### src/rtl/mirq_pkg.sv
package mirq_pkg;
  typedef enum logic [1:0] {
    CFG_EN   = 2'd0,
    CFG_DBG  = 2'd1,
    CFG_MASK = 2'd2,
    CFG_FLAG = 2'd3
  } cfg_sel_e;
endpackage

### src/rtl/mirq_flags.sv
module mirq_flags #(
  parameter int N_LINES = 14
) (
  input  logic               clk,
  input  logic               rst,
  input  logic [N_LINES-1:0] lines,
  input  logic [N_LINES-1:0] clr,
  output logic [N_LINES-1:0] flags
);
  for (genvar g = 0; g < N_LINES; g++) begin : g_bit
    logic prev_q;
    logic flag_q;
    always_ff @(posedge clk) begin
      if (rst) begin
        prev_q <= 1'b0;
        flag_q <= 1'b0;
      end else begin
        prev_q <= lines[g];
        // a fresh edge wins over a clear in the same cycle
        flag_q <= (flag_q & ~clr[g]) | (lines[g] & ~prev_q);
      end
    end
    assign flags[g] = flag_q;
  end
endmodule

### src/rtl/mirq_regs.sv
module mirq_regs
  import mirq_pkg::*;
#(
  parameter int N_LINES = 14
) (
  input  logic               clk,
  input  logic               rst,
  input  logic               we,
  input  logic [1:0]         sel,
  input  logic [N_LINES-1:0] wdata,
  input  logic               set_mask,
  input  logic [N_LINES-1:0] flags,
  output logic [N_LINES-1:0] en,
  output logic [N_LINES-1:0] dbg_en,
  output logic               gmask,
  output logic [N_LINES-1:0] rdata
);
  cfg_sel_e sel_e;
  assign sel_e = cfg_sel_e'(sel);

  always_ff @(posedge clk) begin
    if (rst) begin
      en     <= '0;
      dbg_en <= '0;
      gmask  <= 1'b1;
      rdata  <= '0;
    end else begin
      if (we && sel_e == CFG_EN)  en     <= wdata;
      if (we && sel_e == CFG_DBG) dbg_en <= wdata;
      if (set_mask)                        gmask <= 1'b1;
      else if (we && sel_e == CFG_MASK)    gmask <= wdata[0];
      case (sel_e)
        CFG_EN:   rdata <= en;
        CFG_DBG:  rdata <= dbg_en;
        CFG_MASK: rdata <= {{(N_LINES-1){1'b0}}, gmask};
        default:  rdata <= flags;
      endcase
    end
  end
endmodule

### src/rtl/mirq_pick.sv
module mirq_pick #(
  parameter int N_LINES = 14,
  parameter int ID_W    = 4
) (
  input  logic [N_LINES-1:0] req,
  output logic               any,
  output logic [ID_W-1:0]    id,
  output logic [N_LINES-1:0] onehot
);
  always_comb begin
    any    = |req;
    id     = '0;
    onehot = '0;
    for (int i = N_LINES - 1; i >= 0; i--) begin
      if (req[i]) begin
        id        = ID_W'(i + 1);
        onehot    = '0;
        onehot[i] = 1'b1;
      end
    end
  end
endmodule

### src/rtl/mirq_ctl.sv
module mirq_ctl #(
  parameter int N_LINES = 14,
  parameter int ADDR_W  = 16,
  localparam int ID_W   = $clog2(N_LINES + 1)
) (
  input  logic               clk,
  input  logic               rst,
  input  logic [N_LINES-1:0] irq_lines,
  input  logic               dbg_halt,
  input  logic               at_boundary,
  input  logic [ADDR_W-1:0]  pc_count,
  input  logic               take_ack,
  input  logic               cfg_we,
  input  logic [1:0]         cfg_sel,
  input  logic [N_LINES-1:0] cfg_wdata,
  output logic [N_LINES-1:0] cfg_rdata,
  output logic               take_req,
  output logic [ID_W-1:0]    take_id,
  output logic [ADDR_W-1:0]  ret_addr,
  output logic               gmask
);
  logic [N_LINES-1:0] flags, en, dbg_en, qual, pick_oh, take_oh, clr_vec;
  logic               pick_any, ack_fire;
  logic [ID_W-1:0]    pick_id;

  assign ack_fire = take_req & take_ack;
  assign clr_vec  = ack_fire ? take_oh : '0;

  mirq_flags #(.N_LINES(N_LINES)) u_flags (
    .clk(clk), .rst(rst), .lines(irq_lines), .clr(clr_vec), .flags(flags)
  );

  mirq_regs #(.N_LINES(N_LINES)) u_regs (
    .clk(clk), .rst(rst), .we(cfg_we), .sel(cfg_sel), .wdata(cfg_wdata),
    .set_mask(ack_fire), .flags(flags), .en(en), .dbg_en(dbg_en),
    .gmask(gmask), .rdata(cfg_rdata)
  );

  // debug halt swaps in its own enable set and bypasses the global mask
  assign qual = flags & (dbg_halt ? dbg_en : (gmask ? '0 : en));

  mirq_pick #(.N_LINES(N_LINES), .ID_W(ID_W)) u_pick (
    .req(qual), .any(pick_any), .id(pick_id), .onehot(pick_oh)
  );

  always_ff @(posedge clk) begin
    if (rst) begin
      take_req <= 1'b0;
      take_id  <= '0;
      take_oh  <= '0;
      ret_addr <= '0;
    end else begin
      take_req <= at_boundary & ~ack_fire & pick_any;
      take_id  <= pick_id;
      take_oh  <= pick_oh;
      if (ack_fire) ret_addr <= pc_count;
    end
  end
endmodule

### config.mk
export PLATFORM = sky130hd
export DESIGN_NAME = mirq_ctl
export DESIGN_NICKNAME = d
export VERILOG_FILES = /design/src/rtl/mirq_pkg.sv /design/src/rtl/mirq_flags.sv /design/src/rtl/mirq_regs.sv /design/src/rtl/mirq_pick.sv /design/src/rtl/mirq_ctl.sv
export SDC_FILE = /design/constraint.sdc
export NUM_CORES = 1
export LEC_CHECK = 0
export ABC_CLOCK_PERIOD_IN_PS = 3400
export BUFFER_PORTS_ARGS = -buffer_cell sky130_fd_sc_hd__buf_2
export CAP_MARGIN = 20
export CORE_ASPECT_RATIO = 1.75
export CORE_UTILIZATION = 40
export CTS_BUF_LIST = sky130_fd_sc_hd__clkbuf_8 sky130_fd_sc_hd__clkbuf_16
export DETAILED_ROUTE_END_ITERATION = 10
export GPL_TIMING_DRIVEN = 0
export PLACE_DENSITY_LB_ADDON = 0.12
export SETUP_SLACK_MARGIN = 0.5
export SLEW_MARGIN = 10
export SYNTH_ARGS = -nofsm -noshare
export SYNTH_HDL_FRONTEND = slang
export SYNTH_SLANG_ARGS = --single-unit
export TNS_END_PERCENT = 5
### constraint.sdc
create_clock -name clk -period 3.4 [get_ports clk]
set_input_delay 0.34 -clock clk [delete_from_list [all_inputs] [get_ports clk]]
set_output_delay 0.34 -clock clk [all_outputs]
set_load 0.01 [all_outputs]
# Word-level counts from Yosys, hierarchy flattened
# Cells that the tools add are included.
[word_totals]
regBits = 106
input_bits = 52
output_inout_bits = 36
wordCells = 180
[op_classes]
mux = 32
eq_ne = 2
reduce_logical = 19
bitwise = 75
[op_table]
columns = ["operator", "n"]
rows = [
  ["$mux W14", 4],
  ["$pmux W14 S3", 1],
  ["$mux W4", 8],
  ["$and A1 B1 Y1", 31],
  ["$not A1 Y1", 29],
  ["$reduce_or A14 Y1", 2],
  ["$mux W3", 5],
  ["$and A14 B14 Y14", 1],
  ["$or A1 B1 Y1", 14],
  ["$mux W13", 1],
  ["$reduce_or A13 Y1", 1],
  ["$mux W12", 1],
  ["$reduce_or A12 Y1", 1],
  ["$mux W11", 1],
  ["$reduce_or A11 Y1", 1],
  ["$mux W10", 1],
  ["$reduce_or A10 Y1", 1],
  ["$mux W9", 1],
  ["$reduce_or A9 Y1", 1],
  ["$mux W8", 1],
  ["$reduce_or A8 Y1", 1],
  ["$mux W7", 1],
  ["$reduce_or A7 Y1", 1],
  ["$mux W2", 3],
  ["other kinds (12)", 16],
]

# Logic depth before layout (Yosys ltp)
# Gate-level depths: netlist of run 1.
[depth]
word_depth = 17
ltp_mapped = 7
ltp_nobuf = 5

# Hierarchy
# A second synthesis of run 1 with hierarchy kept.
[hier_totals]
hier_cells = 498
hier_area_um2 = 4933.5
[modules_own_cells]
columns = ["mod", "cells_per_inst", "n_inst", "area_per_inst_um2"]
rows = [
  ["mirq_regs", 177, 1, 1931.9],
  ["mirq_ctl", 176, 1, 1586.5],
  ["mirq_flags", 101, 1, 1131.1],
  ["mirq_pick", 44, 1, 284.0],
]

# Worst setup path before layout of run 1
# OpenSTA, ideal clock, no wires.
[synth_timing]
kind = "flip-flop to flip-flop"
from = "register u_regs.gmask"
to = "register take_oh[13]"
arrival_ns = 1.703
path_buffers = 1
path_stages_with_launch = 7
required_time_ns = 3.335
slack_ns = 1.631
path_cell_list = "dfxtp_1 > buf_6 > and4bb_1 > a31oi_2 > nand4_2 > or4_4 > nor2b_1"
[synth_via]
elab_chain_cells = 4
word_cells_on_any_way = 5
classes_between = "3 x mux; 1 x bitwise; 1 x reduce/logical"
[synth_lines]
columns = ["item", "line", "rtl"]
rows = [
  ["start: declaration", "mirq_regs.sv:15", "output logic gmask,"],
  ["start signal: assignment", "mirq_regs.sv:31", "else if (we && sel_e == CFG_MASK) gmask <= wdata[0];"],
  ["$mux W14 (*) (2 in series)", "mirq_ctl.sv:40", "assign qual = flags & (dbg_halt ? dbg_en : (gmask ? '0 : en));"],
  ["$and A14 B14 Y14 (*)", "mirq_ctl.sv:40", ""],
  ["$reduce_or A14 Y1 (no line) / $mux W14 (equally long branches)", "n/a", ""],
  ["end signal: assignment", "mirq_ctl.sv:55", "take_oh <= pick_oh;"],
  ["end: declaration", "mirq_ctl.sv:22", "logic [N_LINES-1:0] flags, en, dbg_en, qual, pick_oh, take_oh, clr_vec;"],
]
# Mark *: on every way between the ends. The rest lies on a longest branch, timed or not.
# A chain may end at the register's enable or synchronous reset.

# Final worst setup path of run 1
# Same ends and word-level chain as after synthesis.

==> results.cfg, run 1 <==
[critical_path]
timing.rr.end = take_oh[13]$_SDFF_PP0_
timing.rr.start = u_regs.gmask$_SDFFE_PP1P_
cp_data_required_time_ps = 3680
cp-end-kind = flop
cp_max_fo = 10
start_kind = flop
crit_start = u_regs.gmask$_SDFFE_PP1P_
regToRegSetupSlack_ps = 1350
cp.arrival_ps = 2330
crit_type = reg2reg
reg2reg_depth = 6

[logic_synthesis]
synth.area.top_cells = dfxtp_1 (51%), nand2_1 (9.9%), a21oi_1 (7.1%), nor2b_1 (5.0%), nor2_1 (3.6%)
synth_xor_area_share_pct = 0
synthAdderAreaFrac_pct = 0
synth_largest_area_cell = dfxtp_1
synthDistinctLibCells = 43
syn_nets = 522
synth_edf_count = 0
ys_seq_elements = 106
synth_top_family_by_area = simple AND/OR/NAND/NOR gates
synth_top_cell_area_share_pct = 51.0
synth_compound_area_share_pct = 14.4
synth-main-ff-cell = dfxtp_1
ys_seq_area_share_pct = 51.0
syn_inst = 470
netlist_area_mm2 = 0.00416
syn_area_per_cell_um2 = 8.86
yosysWarnings = 0
async_flop_share_pct = 0
yosysMostFrequentCell = nand2_1
netlist_top_cells_count = nand2_1 (110), dfxtp_1 (106), a21oi_1 (59), nor2_1 (40), nor2b_1 (33)
synthMuxAreaShare_pct = 4.06
yosys.area_share.simple_pct = 27.5

[timing]
post-route-period-util_pct = 60.4
rsz0062_at_grt = false
fin_tns_setup_ps = 0
tightest_slew_ps = 639
drv_slew = 0
setup_viol = 0
relSlewSlack_pct = 57.4
timing.hold.ws_ps = 213
hold_viol = 0
fmaxAchievable_mhz = 487
fin_worst_skew_ps = 6.92
fin_crit_ps = 2050

[cts]
clk_latency_ps = 340
cts_root_buffer = clkbuf_16
h-tree-depth = 3
clock_sinks = 106
cts_tree = built
cts-resized-gates = 0
clkTransAtPathRegs_ps = 70
clk_path_buf_depth = 2
holdBufCountCts = 0
cts_setup_buffers = 0
cts_buffers = 9

[floorplanning]
dieHeight_um = 137
die_width_um = 79.1
placementRows = 48
start_util_pct = 41.8
ios = 88
die_area_mm2 = 0.0108
core-area_mm2 = 0.00997

[power]
power_density_mw_per_mm2 = 507
p_leak_nw = 2.07
max-vdd-ir-drop_v = 0.000384

[layout]
final_layout_size_suffix_gt1_share_pct = 23.5
finish.instance_area_mm2 = 0.00505
multi_input_area_mm2 = 0.00191
finalCoreUtilization_pct = 50.6
seqCellArea_mm2 = 0.00212
fill_cells = 991
nets = 617
area_growth_pct = 21.2
antenna_cells = 0

[global_route]
grt_pass1_wl_um = 16400
grt.total_usage_pct = 20.4
grt_max_degree = 17
first_global_vias = 3378
grt_overflow = 0
antenna_found_initial = 0

[worst_hold_path]
min-delay-start = at_boundary
min_path_type = in2reg
hold_end = take_req$_SDFF_PP0_
whs_path_depth = 3

[route]
viasPerCell = 5.12
drtAntennaViolNets = 0
wl_per_cell_um = 15.2
routed_wl_um = 10600
drc = 0
drt-pass1-iter-count = 4
routed-via-count = 3559
first_iter_violations = 176

[flow_run]
drv_cap = 0

[place]
dpl.hpwl_um = 7980
port_buffers = 84
place_area_mm2 = 0.00474
gp_congestion = 0.901

[outcome]
outcome = completed
[worst max-delay path by stage]
stage,depth (start not counted),to
detailed placement,6,u_regs.en[4]$_SDFFE_PP0P_
floorplan,6,take_oh[13]$_SDFF_PP0_
finish,6,take_oh[13]$_SDFF_PP0_
global route,6,take_oh[12]$_SDFF_PP0_
CTS,6,take_oh[13]$_SDFF_PP0_
global placement,6,u_regs.en[4]$_SDFFE_PP0P_
[routing by layer]
metal / vias up / global-route usage (%) / wire length, um
met5: - / 0 / 0
met3: 19 / 4.13 / 584
met1: 1653 / 21.7 / 4200
met2: 106 / 37.8 / 5540
met4: 0 / 9.09 / 261
li1: 1781 / - / -
[cell families after synthesis]
kind of cell,Yosys count
compound gates,95
simple gates,225
flops,106
mux,14
buf+inv,30
[area by class of cell]
type	instances	area share, %
inverters	1	0.0744
clock buffers	11	5.01
plain buffers	29	2.48
repair buffers	84	8.33
well taps	125	3.10
clock inverters	5	1.04
flip-flops and latches	106	42.1
multi-input cells	334	37.9
[placed cells by master (no fill, tap or decap), types with 4 or more instances in the layout]
master	n
a21oi_1	59
a22oi_1	13
dfxtp_1	106
buf_2	85
nand2_1	110
clkbuf_1	23
mux2_2	13
nor2_1	40
clkbuf_16	9
and4bb_1	9
a31oi_2	9
a31oi_1	5
nor4bb_1	4
nor2b_1	33
and2_1	5
[critical path, stage by stage, from the launching register on]
cell and delay (ps):
dfxtp_1 500, buf_6 200, and4bb_1 190, a31oi_1 320, nand4_1 210, or4_4 460
nor2b_1 110
[power by group]
| group | switching (mW) | internal [mW] |
|---|---|---|
| combinational | 0.115 | 0.0889 |
| clock | 0.434 | 0.607 |
| sequential | 0.0297 | 1.28 |
| total | 0.579 | 1.98 |
[per-stage QoR]
step | setup WS [ps] | total power [mW] | std cells
after CTS | 1310 | 2.59 | 695
after global routing | 1170 | 2.66 | 695
after global placement | 1320 | 1.54 | 679
after detailed placement | 1260 | 1.55 | 679
final | 1350 | 2.56 | 695
after floorplan | 1630 | 1.46 | 470
[registers in the layout (all words and copies together) (netlist names)]
| register | count |
|---|---|
| ret_addr | 16 |
| take_oh | 14 |
| u_flags.g_bit.flag_q | 14 |
| u_flags.g_bit.prev_q | 14 |
| u_regs.dbg_en | 14 |
| u_regs.en | 14 |
| u_regs.rdata | 14 |
| take_id | 4 |
| take_req | 1 |
| u_regs.gmask | 1 |
(Power assumes the default switching activity.)
==> inputs of run 2 (changes only) <==
ABC_CLOCK_PERIOD_IN_PS = 1850   (was 3400)
clock period = 1.85 ns   (was 3.4 ns; I/O delays follow)
==> results.cfg, run 2 (same netlist as run 1, synthesis figures left out) <==
[power]
p_leak_nw = 2.18
power.share.clock_pct = 41.9
swShare_pct = 22.3
p_int_mw = 3.78
p_sw_mw = 1.08
pwr-share-seq_pct = 49.9
p_comb_share_pct = 8.2
power_density_mw_per_mm2 = 927
max-vdd-ir-drop_v = 0.000537
total_power_mw = 4.86

[floorplanning]
die_width_um = 79.1
core-area_mm2 = 0.00997
die_area_mm2 = 0.0108
start_util_pct = 41.8
dieHeight_um = 137
ios = 88
placementRows = 48

[layout]
final_layout_size_suffix_gt1_share_pct = 27.4
area_growth_pct = 26.1
regMostFlops = ret_addr
most-common-layout-cells = nand2_1 (110), dfxtp_1 (105), buf_2 (85)
nets = 622
final_common_cell = nand2_1
largest_reg_flops = 16
antenna_cells = 0
finalCoreUtilization_pct = 52.6
fin_cells = 699
fill_cells = 994

[route]
wl_per_cell_um = 15.8
drc = 0
first_iter_violations = 161
viasPerCell = 5.11
drtAntennaViolNets = 0
routed_wl_um = 11000
drt-pass1-iter-count = 4
routed-via-count = 3574

[worst_hold_path]
min_path_type = in2reg
min-delay-start = at_boundary

[critical_path]
cp.arrival_ps = 2070
crit_start = u_regs.gmask$_SDFFE_PP1P_
worst-path-buf-inv = 1
start_kind = flop
cp-end-kind = flop
crit_slowest_cell = or4_4
cp_data_required_time_ps = 2130
cpPeakStageDelay_ps = 520
timing.rr.start = u_regs.gmask$_SDFFE_PP1P_
cp_max_fo = 8
crit_type = reg2reg
crit_path_cell_trace = buf_8, and4bb_1, a31oi_4, nand4_4, or4_4, nor2_1
crit_family = simple AND/OR/NAND/NOR gates

[cts]
holdBufCountCts = 0
cts_tree = built
clk_path_buf_depth = 2
clkTransAtPathRegs_ps = 60
h-tree-depth = 3
clk_latency_ps = 350
cts_buffers = 9
cts_root_buffer = clkbuf_16
clock_sinks = 106

[place]
dpl.hpwl_um = 8150
dpl.cell_count = 679
port_buffers = 84
gp_congestion = 0.931

[global_route]
grt_overflow = 0
antenna_found_initial = 0
first_global_vias = 3590
grt_max_degree = 16
grt.total_usage_pct = 21.8
grt_pass1_wl_um = 17600

[timing]
tightest_slew_ps = 621
fmaxAchievable_mhz = 560
rsz0062_at_grt = true
setup_viol = 0
drv_slew = 0
fin_worst_skew_ps = 5.77
timing.hold.ws_ps = 47.6
relSlewSlack_pct = 58.6
post-route-period-util_pct = 96.5
fin_crit_ps = 1780
hold_viol = 0

[outcome]
outcome = completed

[flow_run]
drv_cap = 0
-- run 2: cell count changes in the layout (fill, tap and decap cells not counted), sizes merged --
cell      previous run  this run
buf                 90        96
bufinv               1         2
clkbuf              34        33
clkinv               3         0
clkinvlp             1         0
inv                  1         3
-- run 2: timing repair --
item / 4_1_cts / 5_1_grt
setup buffers: 5 / 0
setup endpoints to repair: 66 / 79
pin swaps: 0 / 3
resized for setup: 8 / 43
endpoints found under the hold margin: 0 / 0
gates cloned: 0 / 0
-- run 2: worst reg2reg max path: cells and delay by family, from the launching register on --
family | cells | cell delay, ps
and+or+nand+nor | 4 | 980
AOI/OAI and AO/OA | 1 | 210
DFF | 1 | 400
buffers and inverters | 1 | 140
-- run 2: path summary, 6_finish.rpt --
kind | endpoint | slack (ps) | cells past startpoint
hold reg to reg | ret_addr[8]$_SDFFE_PP0P_ | 450 | 2
hold / removal | take_req$_SDFF_PP0_ | 50 | 3
setup reg to reg | take_oh[12]$_SDFF_PP0_ | 70 | 6
setup / recovery | take_oh[12]$_SDFF_PP0_ | 70 | 6
-- run 2: routing by layer --
metal	vias up	GRT usage [%]	wire length (um)
met5	-	0	0
met4	0	10.3	282
met3	27	4.93	548
met2	103	39.9	5790
met1	1649	23.1	4400
li1	1795	-	-
-- run 2: through the flow --
stage          instance area [um^2]  setup TNS, ps  setup slack [ps]
6_report                       5250              0              65.6
5_1_grt                        5250          -50.5             -24.8
4_1_cts                        5180              0              76.3
3_5_place_dp                   4760          -2450              -163
3_3_place_gp                   4760          -1700              -125
2_1_floorplan                  4180              0               209
-- run 2: power groups by stage --
stage | Clock, mW | Combinational [mW] | Sequential [mW]
5_1_grt | 2.19 | 0.442 | 2.43
3_3_place_gp | 0 | 0.375 | 2.47
2_1_floorplan | 0 | 0.221 | 2.46
3_5_place_dp | 0 | 0.379 | 2.47
4_1_cts | 2.08 | 0.390 | 2.42
6_report | 2.04 | 0.399 | 2.43
-- run 2: final cells by class --
| type | instances | area (um^2) | share of cell area (%) |
|---|---|---|---|
| Buffer | 29 | 156 | 2.98 |
| Clock buffer | 11 | 253 | 4.82 |
| Clock inverter | 4 | 67.6 | 1.29 |
| Inverter | 1 | 3.75 | 0.0715 |
| Multi-Input combinational cell | 334 | 2030 | 38.6 |
| Sequential cell | 106 | 2130 | 40.5 |
| Tap cell | 125 | 156 | 2.98 |
| Timing Repair Buffer | 89 | 458 | 8.72 |
==> inputs of run 3 (changes only) <==
ABC_AREA = 1   (was not set)
PLACE_DENSITY_LB_ADDON = 0.05   (was 0.12)
==> results.cfg, run 3 <==
[layout]
area_growth_pct = 28.7
fill_cells = 1012
finalCoreUtilization_pct = 53.1
seqCellArea_mm2 = 0.00213
multi_input_area_mm2 = 0.00169
most-common-layout-cells = nor2_1 (108), dfxtp_1 (105), buf_2 (87)
final_common_cell = nor2_1
regMostFlops = ret_addr
final_layout_size_suffix_gt1_share_pct = 26.1
nets = 709
antenna_cells = 0
largest_reg_flops = 16

[timing]
fin_crit_ps = 1490
hold_viol = 0
fmaxAchievable_mhz = 672
tightest_slew_ps = 605
drv_slew = 0
setup_viol = 0
fin_tns_setup_ps = 0
fin_worst_skew_ps = 9.38
relSlewSlack_pct = 59.7
post-route-period-util_pct = 80.4
rsz0062_at_grt = true

[global_route]
first_global_vias = 3583
grt.total_usage_pct = 21.4
grt_overflow = 0
antenna_found_initial = 0
grt_pass1_wl_um = 17300
grt_max_degree = 18

[route]
wl_per_cell_um = 13.8
viasPerCell = 4.76
drc = 0
drt-pass1-iter-count = 5
routed-via-count = 3743
first_iter_violations = 198
drtAntennaViolNets = 0
routed_wl_um = 10800

[power]
max-vdd-ir-drop_v = 0.000545
swShare_pct = 25.7
p_sw_mw = 1.29
p_comb_share_pct = 12.7
power_density_mw_per_mm2 = 957
p_int_mw = 3.74
power.share.clock_pct = 38.4
pwr-share-seq_pct = 48.9
p_leak_nw = 2.45

[worst_hold_path]
min_path_type = in2reg

[logic_synthesis]
netlist_top_cells_count = nor2_1 (115), dfxtp_1 (106), inv_1 (75), nand2_1 (64), o21ai_0 (62)
netlist_area_mm2 = 0.00409
yosysMostFrequentCell = nor2_1
yosysWarnings = 0
synth_largest_area_cell = dfxtp_1
synth_top_cell_area_share_pct = 51.9
synth_edf_count = 0
syn_area_per_cell_um2 = 7.48
ys_seq_elements = 106
synth-main-ff-cell = dfxtp_1
async_flop_share_pct = 0
synthDistinctLibCells = 27
syn_inst = 546
ys_seq_area_share_pct = 51.9
syn_nets = 598
synth.area.top_cells = dfxtp_1 (52%), nor2_1 (11%), o21ai_0 (7.6%), inv_1 (6.9%), a21oi_1 (6.2%)

[floorplanning]
die_width_um = 78.4
core-area_mm2 = 0.00991
start_util_pct = 41.2
die_area_mm2 = 0.0106
ios = 88
dieHeight_um = 136
placementRows = 48

[outcome]
outcome = completed

[cts]
cts_root_buffer = clkbuf_16
cts_buffers = 9
clkTransAtPathRegs_ps = 70
clk_path_buf_depth = 2
clock_sinks = 106
holdBufCountCts = 0
h-tree-depth = 3
clk_latency_ps = 350
cts_tree = built

[critical_path]
cpPeakStageDelay_ps = 400
crit_type = reg2reg
cp-end-kind = flop
crit_path_cell_trace = buf_8, o21ai_2, o211ai_2, nand2_2, nor2_4, buf_4, nand3_2, nor2_4, nor2_1
start_kind = flop
cp_max_fo = 5
crit_slowest_cell = dfxtp_4
cpMostUsedCell = nor2_4
cp_data_required_time_ps = 2090
cp.arrival_ps = 1730

[place]
port_buffers = 86
gp_congestion = 0.826
dpl.hpwl_um = 8000

[flow_run]
drv_cap = 0
==> run 3: layer usage <==
metal / track usage (%) / routed length [um]
met3: 4.24 / 528
met5: 0 / 0
met4: 12.4 / 370
met1: 23.8 / 4360
met2: 37.5 / 5580
==> run 3: final timing paths <==
check                            start                                 end  slack (ps)  cells after the start
max          u_regs.gmask$_SDFFE_PP1P_                 take_req$_SDFF_PP0_         360                      9
min                       irq_lines[2]  u_flags.g_bit[2].prev_q$_SDFF_PP0_          40                      3
max reg2reg  u_regs.gmask$_SDFFE_PP1P_                 take_req$_SDFF_PP0_         360                      9
min reg2reg  ret_addr[10]$_SDFFE_PP0P_           ret_addr[10]$_SDFFE_PP0P_         480                      2
==> run 3: what timing repair did <==
action                                  CTS  global route
pin swaps                                12            15
gates resized for setup                  28            26
gates cloned                              1             0
setup buffers                             4             9
endpoints found under the setup margin   43            58
==> run 3: worst max-delay path, delay by kind of cell, from the launching register on <==
| family | cells | cell delay, ps |
|---|---|---|
| flip-flops | 1 | 400 |
| AO/OA/AOI/OAI | 2 | 190 |
| buffers and inverters | 2 | 290 |
| AND/OR/NAND/NOR | 5 | 500 |
==> run 3: cells by family after synthesis <==
logic type	count (synthesis)	synth area share, %
flops	106	51.9
compound gates	137	18.5
simple gates	197	19.4
buf+inv	106	10.1
==> run 3: area by class of cell <==
cell class / instances / share of cell area [%]
Sequential cell: 106 / 40.4
Multi-Input combinational cell: 334 / 32.2
Timing Repair Buffer: 100 / 10.3
Inverter: 83 / 6.16
Clock buffer: 10 / 4.54
Tap cell: 125 / 2.97
Buffer: 23 / 2.19
Clock inverter: 6 / 1.26
==> run 3: power by group through the flow <==
stage	combinational, mW	clock (mW)	sequential [mW]
floorplan	0.325	0	2.52
global placement	0.551	0	2.51
detailed placement	0.557	0	2.51
CTS	0.598	1.99	2.46
global route	0.716	2.07	2.47
finish	0.640	1.93	2.46
==> run 3: per-stage QoR <==
step | cells | instance area [um^2] | hold slack [ps] | power [mW] | setup slack, ps
after floorplan | 546 | 4090 | 310 | 2.85 | 534
after global placement | 757 | 4670 | 398 | 3.06 | 136
after detailed placement | 757 | 4670 | 408 | 3.07 | 160
after CTS | 778 | 5100 | 40.4 | 5.05 | 382
after global routing | 787 | 5260 | 59.3 | 5.26 | 280
final | 787 | 5260 | 43.7 | 5.03 | 363
